--- src/rtl/cps_pkg.sv ---
package cps_pkg;

  // Two-bit carry status: gen set = generate, prop set = propagate,
  // neither set = kill. Both set never arises.
  typedef struct packed {
    logic gen;
    logic prop;
  } cps_status_t;

  // Associative merge: upper span wins unless it propagates,
  // in which case the lower span decides.
  function automatic cps_status_t cps_merge(cps_status_t upper, cps_status_t lower);
    cps_status_t r;
    r.gen  = upper.gen | (upper.prop & lower.gen);
    r.prop = upper.prop & lower.prop;
    return r;
  endfunction

endpackage

--- src/rtl/cps_status_gen.sv ---
module cps_status_gen #(
  parameter int N = 32
) (
  input  logic [N-1:0]                  a_i,
  input  logic [N-1:0]                  b_i,
  input  logic                          cin_i,
  output cps_pkg::cps_status_t [N:0]    stat_o,
  output logic [N-1:0]                  half_sum_o
);

  // Entry 0 is the carry-in position; entry i+1 is operand bit i.
  assign stat_o[0].gen  = cin_i;
  assign stat_o[0].prop = 1'b0;

  for (genvar i = 0; i < N; i++) begin : g_bit
    assign stat_o[i+1].gen  = a_i[i] & b_i[i];
    assign stat_o[i+1].prop = a_i[i] ^ b_i[i];
    assign half_sum_o[i]    = a_i[i] ^ b_i[i];
  end

endmodule

--- src/rtl/cps_prefix_tree.sv ---
module cps_prefix_tree #(
  parameter int M = 33
) (
  input  cps_pkg::cps_status_t [M-1:0] stat_i,
  output logic [M-1:0]                 carry_o,
  output logic                         open_prefix_o
);

  localparam int LEVELS = (M > 1) ? $clog2(M) : 1;

  cps_pkg::cps_status_t [M-1:0] lvl [LEVELS+1];
  logic [M-1:0] prop_final;

  assign lvl[0] = stat_i;

  for (genvar l = 0; l < LEVELS; l++) begin : g_level
    localparam int SPAN = 1 << l;
    for (genvar k = 0; k < M; k++) begin : g_node
      if (k >= SPAN) begin : g_merge
        assign lvl[l+1][k] = cps_pkg::cps_merge(lvl[l][k], lvl[l][k-SPAN]);
      end else begin : g_pass
        assign lvl[l+1][k] = lvl[l][k];
      end
    end
  end

  for (genvar k = 0; k < M; k++) begin : g_out
    assign carry_o[k]    = lvl[LEVELS][k].gen;
    assign prop_final[k] = lvl[LEVELS][k].prop;
  end

  assign open_prefix_o = |prop_final;

endmodule

--- src/rtl/cps_sum_reg.sv ---
module cps_sum_reg #(
  parameter int N = 32
) (
  input  logic          clk,
  input  logic          rst,
  input  logic [N-1:0]  half_sum_i,
  input  logic [N:0]    carry_i,
  output logic [N-1:0]  sum_o,
  output logic          cout_o
);

  logic [N-1:0] sum_c;

  assign sum_c = half_sum_i ^ carry_i[N-1:0];

  always_ff @(posedge clk) begin
    if (rst) begin
      sum_o  <= '0;
      cout_o <= 1'b0;
    end else begin
      sum_o  <= sum_c;
      cout_o <= carry_i[N];
    end
  end

endmodule

--- src/rtl/cps_adder.sv ---
module cps_adder #(
  parameter int N = 32
) (
  input  logic          clk,
  input  logic          rst,
  input  logic [N-1:0]  a,
  input  logic [N-1:0]  b,
  input  logic          cin,
  output logic [N-1:0]  sum,
  output logic          cout
);

  localparam int M = N + 1;

  cps_pkg::cps_status_t [N:0] stat;
  logic [N-1:0]               half_sum;
  logic [N:0]                 carry;
  logic                       open_prefix;

  cps_status_gen #(.N(N)) status_i (
    .a_i        (a),
    .b_i        (b),
    .cin_i      (cin),
    .stat_o     (stat),
    .half_sum_o (half_sum)
  );

  cps_prefix_tree #(.M(M)) tree_i (
    .stat_i        (stat),
    .carry_o       (carry),
    .open_prefix_o (open_prefix)
  );

  cps_sum_reg #(.N(N)) out_i (
    .clk        (clk),
    .rst        (rst),
    .half_sum_i (half_sum),
    .carry_i    (carry),
    .sum_o      (sum),
    .cout_o     (cout)
  );

endmodule

--- config.mk ---
export PLATFORM = sky130hd
export DESIGN_NAME = cps_adder
export DESIGN_NICKNAME = d
export VERILOG_FILES = /design/src/rtl/cps_pkg.sv /design/src/rtl/cps_status_gen.sv /design/src/rtl/cps_prefix_tree.sv /design/src/rtl/cps_sum_reg.sv /design/src/rtl/cps_adder.sv
export SDC_FILE = /design/constraint.sdc
export NUM_CORES = 1
export LEC_CHECK = 0
export ABC_AREA = 0
export BUFFER_PORTS_ARGS = -buffer_cell sky130_fd_sc_hd__buf_2
export CAP_MARGIN = 20
export CORE_ASPECT_RATIO = 0.8
export CORE_MARGIN = 4
export CORE_UTILIZATION = 54
export CTS_CLUSTER_DIAMETER = 150
export CTS_CLUSTER_SIZE = 20
export DETAILED_ROUTE_END_ITERATION = 8
export PLACE_DENSITY = 0.95
export SYNTH_ARGS = -nofsm -noshare
export SYNTH_HDL_FRONTEND = slang
export SYNTH_SLANG_ARGS = --single-unit
--- constraint.sdc ---
create_clock -name clk -period 4.2 [get_ports clk]
set_clock_uncertainty 0.05 [all_clocks]
set_input_delay 0.21 -clock clk [delete_from_list [all_inputs] [get_ports clk]]
set_output_delay 0.21 -clock clk [all_outputs]
set_load 0.01 [all_outputs]
Yosys cells after proc, flatten, opt, wreduce, memory -nomap -nowiden
Cells that the tools add are included.
{ "totals": {"reg_bits": 33, "input_bits": 67, "output_inout_bits": 33, "elab_cells": 440} }
{ "classes": {"n_bitwise": 438} }
{ "ops": {"columns": ["cell", "count"], "rows": [
  ["bitwise AND 1 bit", 270],
  ["bitwise OR 1 bit", 135],
  ["bitwise XOR 1 bit", 32],
  ["bitwise XOR 32 bit", 1]
]} }

Longest topological paths before layout
Gate-level depths: netlist of run 1.
{ "depth": {"ltp_word": 12, "depth_mapped": 9, "ltp_nobuf": 8} }

Cells and area by module
From an unflattened synthesis of run 1, not the netlist that was laid out.
{ "hier_totals": {"cells_unflattened": 302, "area_unflattened_um2": 2656.3} }
{ "by_module_without_submodules": {"columns": ["mod", "instances", "cells_each", "area_each_um2", "seq_area_each_um2"], "rows": [
  ["cps_sum_reg", 1, 102, 1168.6, 660.6],
  ["cps_prefix_tree", 1, 133, 828.3, 0.0],
  ["cps_status_gen", 1, 67, 659.4, 0.0]
]} }

Worst setup path after synthesis of run 1
No wires, ideal clock.
{ "synth_path": {"path_kind": "input -> register", "startpoint": "in a[0]", "endpoint": "reg out_i.sum_o[29]", "setup_time_ps": 123, "t_arrival_ps": 2150, "required_ps": 4027, "path_slack_ps": 1876, "cell_stages": 8, "n_path_buf": 0, "path_cell_list": "fa_1 -> a211oi_2 -> o21bai_1 -> a21oi_2 -> o211ai_1 -> or2_1 -> a31oi_1 -> mux2_1"} }
{ "synth_via": {"elab_chain_cells": 10, "word_cells_on_any_way": 11, "cone_classes": "bitwise (11)"} }
{ "synth_rtl": {"columns": ["item", "line", "rtl"], "rows": [
  ["start, declared", "cps_adder.sv:6", "input logic [N-1:0] a,"],
  ["bitwise XOR 1 bit", "cps_status_gen.sv:17", "assign stat_o[i+1].prop = a_i[i] ^ b_i[i];"],
  ["bitwise AND 1 bit", "cps_pkg.sv:14", "r.gen = upper.gen | (upper.prop & lower.gen);"],
  ["bitwise OR 1 bit (*)", "cps_pkg.sv:14", null],
  ["bitwise AND 1 bit (*)", "cps_pkg.sv:14", null],
  ["bitwise OR 1 bit (*)", "cps_pkg.sv:14", null],
  ["bitwise AND 1 bit (*)", "cps_pkg.sv:14", null],
  ["bitwise OR 1 bit (*)", "cps_pkg.sv:14", null],
  ["bitwise AND 1 bit (*)", "cps_pkg.sv:14", null],
  ["bitwise OR 1 bit (*)", "cps_pkg.sv:14", null],
  ["bitwise XOR 32 bit (*)", "cps_sum_reg.sv:14", "assign sum_c = half_sum_i ^ carry_i[N-1:0];"],
  ["end signal, assigned", "cps_sum_reg.sv:21", "sum_o <= sum_c;"],
  ["end, declared", "cps_sum_reg.sv:8", "output logic [N-1:0] sum_o,"]
]} }
Mark *: on every way between the ends. The rest lies on a longest branch, timed or not.
A chain may end at the register's enable or synchronous reset.

Worst setup path after layout of run 1
Same ends and word-level chain as after synthesis.

==> results of run 1 <==
-- cells by family (layout without fill, tap and decap cells) --
| family | Yosys count | in the layout | share of synthesized area |
|---|---|---|---|
| and+or+nand+nor | 124 | 124 | 0.215 |
| adders and majority gates | 33 | 33 | 0.153 |
| AOI/OAI and AO/OA | 114 | 114 | 0.299 |
| DFF | 33 | 33 | 0.241 |
| buffers and inverters | 16 | 111 | 0.0256 |
| muxes | 2 | 2 | 0.00822 |
| xor gates and xnor gates | 18 | 18 | 0.0576 |
-- final timing paths --
path | cells past startpoint | slack, ns | end
worst max-delay path | 9 | 1.75 | out_i.sum_o[29]
worst min-delay path | 4 | 0.28 | out_i.sum_o[2]
-- area by class of cell --
class,count,share of cell area
clock buffer,7,0.0256
clock inverter,1,0.00891
inverter,4,0.00445
multi-input combinational,291,0.596
sequential,33,0.196
tap,60,0.0223
timing repair buffer,99,0.147
-- layer usage --
metal,vias up,track usage,share of wire
li1,1444,-,-
met1,1371,0.343,0.42
met2,203,0.397,0.45
met3,13,0.0632,0.11
met4,0,0.0494,0.011
met5,-,0,0
-- placed cells by master (no fill, tap or decap), types with 10 or more instances in the layout --
cell type,synthesis,final
buf_2,5,99
nor2_1,42,42
a21oi_1,33,33
dfxtp_1,33,33
ha_1,32,32
nand2_1,30,30
a21o_1,18,18
o21ai_0,13,13
nand3_1,12,12
xor2_1,12,12
nand4_1,10,10
-- per-stage QoR --
stage / area, µm² / hold slack [ns] / total power [W]
floorplan: 2740 / 0.414 / 0.000659
global placement: 3250 / 0.549 / 0.000784
detailed placement: 3250 / 0.553 / 0.000794
CTS: 3370 / 0.272 / 0.00111
global route: 3370 / 0.319 / 0.00117
finish: 3370 / 0.276 / 0.00111
-- sequential cells by signal, indices dropped and copies added (netlist names) --
| register | flops |
|---|---|
| out_i.sum_o | 32 |
| out_i.cout_o | 1 |
-- where the power goes --
group | internal [W] | switching, W
combinational | 0.000180 | 0.000252
sequential | 0.000356 | 0.00000999
clock | 0.000194 | 0.000122
total | 0.000729 | 0.000384
-- critical path: stages --
cell      delay (ns)
buf_2           0.12
fa_1            0.48
a211oi_2        0.30
o21bai_1        0.13
a21oi_2         0.25
o211ai_1        0.25
or2_1           0.33
a31oi_1         0.17
mux2_1          0.34
==> flow_summary.yaml, run 1 <==
outcome:
  status: "finished clean"
logic_synthesis:
  ys_top_cells_by_area: "dfxtp_1 (24%), ha_1 (15%), a21oi_1 (6.0%)"
  yosysMostFrequentCell: "nor2_1"
  synth_async_sr_flop_share: 0
  synth_top_cell_by_area: "dfxtp_1"
  synth_warnings: 0
  synth_area_um2: 2740
  ys_seq_elements: 33
  synth_edf_count: 0
  synth_top_area_frac: 0.241
  yosys-top-cells-count: "nor2_1 (42), a21oi_1 (33), dfxtp_1 (33)"
  yosysUniqueCellTypes: 62
  synthFlopType: "dfxtp_1"
  synth_fp_nets: 440
  avgSynthCellArea_um2: 8.06
  synthCells: 340
  synth-seq-area-share: 0.241
place:
  gp_congestion: 0.947
  detailed_place_hpwl_mm: 6.40
  place_ws_ns: 1.53
  io_buffers: 99
  dp.cells: 487
timing:
  fin_ws_ns: 1.75
  fin_crit_sh: 0.584
  fmax_mhz: 408
  finalSetupViolCount: 0
  hold_viol: 0
  slew_viol_final: 0
  grt_setup_unrepaired: "no"
  worst_pin_slew_ns: 0.677
  min_period_ns: 2.45
  slew_headroom: 0.549
  tns_ns: 0
finish:
  num_antenna_cells: 0
  seq_area_um2: 661
  layout-drive-gt1-share: 0.292
  fillers: 385
  fin_nets: 534
  fin_util: 0.712
  area_growth_pct: 23.1
  multi_input_area_um2: 2010
  stdcell_count: 495
clock_network:
  h-tree-depth: 2
  cts_resized: 0
  cts.hold.buffers_added: 0
  cts_made_buffers: 5
  cts_buffer_depth: 2
  post-cts-setup-buffer-count: 0
  cts_root_buf: "clkbuf_8"
  cts_tree: "built"
  clock_sinks: 33
  cts.clk_slew.worst_paths_ns: 0.08
grt:
  antenna_found_initial: 0
  groute.usage.overall: 0.250
  grt_overflow: 0
  grt_start_max_net_pins: 38
  grt_pass1_vias: 2730
  grt_pass1_wl_mm: 12.6
critical_path:
  start_kind: "input pin"
  critPathCaptureType: "flop"
  crit_start: "a[0]"
  cp.required_ns: 4.32
  worstSetupPathType: "in2reg"
  worstPathArrival_ns: 2.57
  worstPathMaxFanout: 4
route:
  wire_per_inst_um: 16.3
  wl_mm: 8.05
  ant_nets: 0
  drt-initial-drc-count: 296
  num_vias: 3031
  dr.pass1.iters: 5
  routed_via_density: 6.12
  drcViolationCount: 0
job:
  maxCapViolCount: 0
die:
  start_util: 0.578
  placementRows: 22
  dieArea_um2: 6280
  num_io_pins: 100
  die_x_um: 87.6
  core-area_um2: 4730
  die_y_um: 71.7
worst_hold_path:
  min_path_type: "in2reg"
  min-delay-start: "cin"
power_and_ir_drop:
  peakVddDrop_uv: 214
  leakage_nw: 1.64
  power_density_nw_per_um2: 330
Power figures use the tool's default switching activity.
==> inputs of run 2 (changes only) <==
--- a/config.mk
+++ b/config.mk
@@ -10,11 +10,11 @@
 export CAP_MARGIN = 20
 export CORE_ASPECT_RATIO = 0.8
 export CORE_MARGIN = 4
-export CORE_UTILIZATION = 54
+export CORE_UTILIZATION = 50
 export CTS_CLUSTER_DIAMETER = 150
 export CTS_CLUSTER_SIZE = 20
 export DETAILED_ROUTE_END_ITERATION = 8
-export PLACE_DENSITY = 0.95
+export PLACE_DENSITY = 0.9
 export SYNTH_ARGS = -nofsm -noshare
 export SYNTH_HDL_FRONTEND = slang
 export SYNTH_SLANG_ARGS = --single-unit
==> constraint.sdc (replaced) <==
create_clock -name clk -period 2.3 [get_ports clk]
set_clock_uncertainty 0.05 [all_clocks]
set_input_delay 0.115 -clock clk [delete_from_list [all_inputs] [get_ports clk]]
set_output_delay 0.115 -clock clk [all_outputs]
set_load 0.01 [all_outputs]
==> flow_summary.yaml, run 2 (synthesized netlist as in run 1, its figures left out) <==
outcome:
  status: "finished clean"
finish:
  area_growth_pct: 35.3
  fin_nets: 576
  postLayoutCellArea_um2: 3710
  registers.top_by_ff_count: "out_i.sum_o"
  stdcell_count: 539
  reg.largest.list: "out_i.sum_o x32, out_i.cout_o x1"
  num_antenna_cells: 0
  largest_reg_flops: 32
  final_common_cell: "buf_2"
  final_cell_mix: "buf_2 (99), nor2_1 (42), buf_4 (42)"
  layout-drive-gt1-share: 0.356
  fillers: 406
  fin_util: 0.719
grt:
  antenna_found_initial: 0
  grt_start_max_net_pins: 38
  grt_pass1_vias: 3054
  grt_pass1_wl_mm: 14.6
  groute.usage.overall: 0.269
  grt_overflow: 0
critical_path:
  start_kind: "input pin"
  worstPathArrival_ns: 2.23
  worstPathMaxFanout: 3
  worstSetupPathType: "in2reg"
  critPathCaptureType: "flop"
  cp.required_ns: 2.41
clock_network:
  clock_sinks: 33
  cts.clk_slew.worst_paths_ns: 0.08
  post-cts-setup-buffer-count: 0
  cts_tree: "built"
  cts_buffer_depth: 2
  cts_root_buf: "clkbuf_8"
  h-tree-depth: 2
  cts.hold.buffers_added: 0
  cts_made_buffers: 5
  cts_resized: 0
die:
  core-area_um2: 5150
  start_util: 0.532
  die_x_um: 90.7
  die_y_um: 74.2
  num_io_pins: 100
  dieArea_um2: 6730
  placementRows: 23
timing:
  fmax_mhz: 473
  slew_headroom: 0.547
  holdWs_ns: 0.196
  fin_crit_sh: 0.919
  finalSetupViolCount: 0
  min_period_ns: 2.11
  slew_viol_final: 0
  tns_ns: 0
  hold_viol: 0
  worst_pin_slew_ns: 0.679
  grt_setup_unrepaired: "no"
route:
  wire_per_inst_um: 16.6
  dr.pass1.iters: 5
  num_vias: 3220
  drcViolationCount: 0
  drt-initial-drc-count: 286
  routed_via_density: 5.97
  ant_nets: 0
  wl_mm: 8.94
power_and_ir_drop:
  clkPwrFrac: 0.298
  leakage_nw: 1.85
  net-switching-power_w: 0.000755
  power_density_nw_per_um2: 606
  seq_power_share: 0.298
  swShare: 0.336
  peakVddDrop_uv: 338
  p_int_w: 0.00149
  p_comb_frac: 0.403
place:
  dp.cells: 531
  placed_cell_area_um2: 3570
  gp_congestion: 0.941
  io_buffers: 99
  detailed_place_hpwl_mm: 7.35
job:
  maxCapViolCount: 0
worst_hold_path:
  min_path_type: "in2reg"
[run 2: layout make-up]
cell class	instances	area, µm²	area share
clock buffers	5	68.8	0.0186
multi-input cells	291	2010	0.542
well taps	62	77.6	0.0209
flip-flops and latches	33	661	0.178
inverters	4	15.0	0.00405
clock inverters	3	65.1	0.0176
repair buffers	141	811	0.219
[run 2: metal layers]
layer | vias to the layer above | track usage | wire [µm]
li1 | 1528 | - | -
met1 | 1485 | 0.356 | 3930
met2 | 186 | 0.443 | 4010
met3 | 21 | 0.0647 | 867
met4 | 0 | 0.0815 | 130
met5 | - | 0 | 0
[run 2: metrics by stage]
step	power (W)	worst slack, ns
global route	0.00237	0.0427
CTS	0.00224	0.209
floorplan	0.00120	0.0714
finish	0.00225	0.187
detailed placement	0.00157	-0.103
global placement	0.00154	-0.0494
[run 2: power groups by stage]
stage	sequential, W	clock (W)	combinational (W)
after floorplan	0.000724	0	0.000479
after global placement	0.000683	0	0.000862
after detailed placement	0.000684	0	0.000884
after CTS	0.000671	0.000676	0.000893
after global routing	0.000678	0.000703	0.000987
final	0.000670	0.000670	0.000907
[run 2: worst max-delay path, stage by stage]
cell      delay, ns
buf_2          0.12
fa_1           0.49
a211oi_2       0.29
nor3_1         0.12
o21bai_1       0.32
buf_4          0.18
o21ai_0        0.11
a21boi_0       0.23
xor2_1         0.19
nor2_1         0.05
[run 2: final timing paths]
path                  from               to  cells past startpoint
worst max-delay path  a[0]  out_i.sum_o[19]                     10
worst min-delay path   cin   out_i.sum_o[2]                      4
==> inputs of run 3 (changes only) <==
--- a/config.mk
+++ b/config.mk
@@ -10,11 +10,12 @@
 export CAP_MARGIN = 20
 export CORE_ASPECT_RATIO = 0.8
 export CORE_MARGIN = 4
-export CORE_UTILIZATION = 50
+export CORE_UTILIZATION = 52
+export CTS_BUF_LIST = sky130_fd_sc_hd__clkbuf_4 sky130_fd_sc_hd__clkbuf_8
 export CTS_CLUSTER_DIAMETER = 150
 export CTS_CLUSTER_SIZE = 20
 export DETAILED_ROUTE_END_ITERATION = 8
-export PLACE_DENSITY = 0.9
+export PLACE_DENSITY = 0.92
 export SYNTH_ARGS = -nofsm -noshare
 export SYNTH_HDL_FRONTEND = slang
 export SYNTH_SLANG_ARGS = --single-unit
==> constraint.sdc (replaced) <==
create_clock -name clk -period 2.2 [get_ports clk]
set_clock_uncertainty 0.05 [all_clocks]
set_input_delay 0.11 -clock clk [delete_from_list [all_inputs] [get_ports clk]]
set_output_delay 0.11 -clock clk [all_outputs]
set_load 0.01 [all_outputs]
==> flow_summary.yaml, run 3 (synthesized netlist as in run 1, its figures left out) <==
finish:
  num_antenna_cells: 0
  layout-drive-gt1-share: 0.375
  registers.top_by_ff_count: "out_i.sum_o"
  postLayoutCellArea_um2: 3810
  area_growth_pct: 39.2
  largest_reg_flops: 32
  fillers: 381
  final_common_cell: "buf_2"
  fin_util: 0.752
  reg.largest.list: "out_i.sum_o x32, out_i.cout_o x1"
  final_cell_mix: "buf_2 (99), buf_4 (56), nor2_1 (42)"
  fin_nets: 590
  seq_area_um2: 661
  multi_input_area_um2: 2010
worst_hold_path:
  min-delay-start: "cin"
  min_path_type: "in2reg"
timing:
  slew_headroom: 0.519
  hold_viol: 0
  slew_viol_final: 0
  fmax_mhz: 470
  min_period_ns: 2.13
  finalSetupViolCount: 0
  grt_setup_unrepaired: "no"
  fin_crit_sh: 0.967
  worst_pin_slew_ns: 0.721
  tns_ns: 0
place:
  gp_congestion: 0.914
  placed_cell_area_um2: 3680
  detailed_place_hpwl_mm: 7.28
  io_buffers: 99
critical_path:
  path_delay_family: "compound AO/OA/AOI/OAI gates"
  worstPathArrival_ns: 2.23
  worstPathMaxFanout: 4
  start_kind: "input pin"
  path_cells: "buf_2, ha_1, a21o_1, a21o_1, a221oi_2, nor2_1, a2111oi_2, buf_4, xor2_1, nor2_1"
  cp.buffers_inverters: 2
  cpMaxStageDelayCell: "a2111oi_2"
  cp.required_ns: 2.30
  crit_start: "a[17]"
  slowest_delay_ns: 0.45
  worstSetupPathType: "in2reg"
  critPathCaptureType: "flop"
clock_network:
  cts_buffer_depth: 2
  clock_sinks: 33
  cts_tree: "built"
  post-cts-setup-buffer-count: 0
  cts_made_buffers: 5
  h-tree-depth: 2
  cts.clk_slew.worst_paths_ns: 0.07
  cts_root_buf: "clkbuf_8"
die:
  dieArea_um2: 6500
  start_util: 0.541
  placementRows: 23
  core-area_um2: 5060
  die_y_um: 72.9
  num_io_pins: 100
  die_x_um: 89.1
route:
  wire_per_inst_um: 16.4
  dr.pass1.iters: 5
  wl_met3_um: 840
  drt-met1-wl_mm: 3.92
  num_vias: 3265
  drcViolationCount: 0
  wl_mm: 9.05
  drt-initial-drc-count: 305
  ant_nets: 0
  highest_layer: "met4"
  routed_via_density: 5.90
  wl_met2_mm: 4.12
grt:
  grt_start_max_net_pins: 38
  antenna_found_initial: 0
  grt_pass1_vias: 3139
  grt_overflow: 0
  grt_pass1_wl_mm: 14.5
  groute.usage.overall: 0.282
power_and_ir_drop:
  leakage_nw: 1.92
  power_density_nw_per_um2: 625
  peakVddDrop_uv: 404
outcome:
  status: "finished clean"
job:
  maxCapViolCount: 0
==> run 3: stage by stage <==
stage | hold WS, ns | std cells | worst slack [ns] | power (W)
after detailed placement | 0.455 | 545 | -0.154 | 0.00167
after CTS | 0.182 | 553 | 0.133 | 0.00237
after floorplan | 0.314 | 340 | 0.0122 | 0.00126
after global routing | 0.216 | 553 | 0.00598 | 0.00250
final | 0.174 | 553 | 0.0729 | 0.00238
after global placement | 0.454 | 545 | -0.141 | 0.00164
==> run 3: final cells by class <==
cell class | instances | area share
clock buffers | 5 | 0.0181
clock inverters | 3 | 0.0171
inverters | 4 | 0.00394
multi-input cells | 291 | 0.527
flip-flops and latches | 33 | 0.173
well taps | 62 | 0.0204
repair buffers | 155 | 0.240
==> run 3: timing repair <==
item,in CTS,in global routing
resized for setup,0,2
hold buffers,0,0
setup endpoints to repair,0,2
==> run 3: report_power, final <==
part	internal [W]	leakage, nW	switching, W
registers	0.000679	0.275	0.0000235
clock network	0.000450	0.0681	0.000250
logic	0.000457	1.57	0.000524
total	0.00159	1.92	0.000797
==> run 3: final timing paths <==
check                              to  slack, ns  depth (start not counted)
worst max-delay path  out_i.sum_o[24]       0.07                         10
worst min-delay path   out_i.sum_o[0]       0.17                          3
==> run 3: per-layer routing <==
layer / vias to the layer above / GRT usage
met5: - / 0
met4: 0 / 0.0793
met3: 22 / 0.0429
met2: 184 / 0.473
met1: 1498 / 0.375
li1: 1561 / -
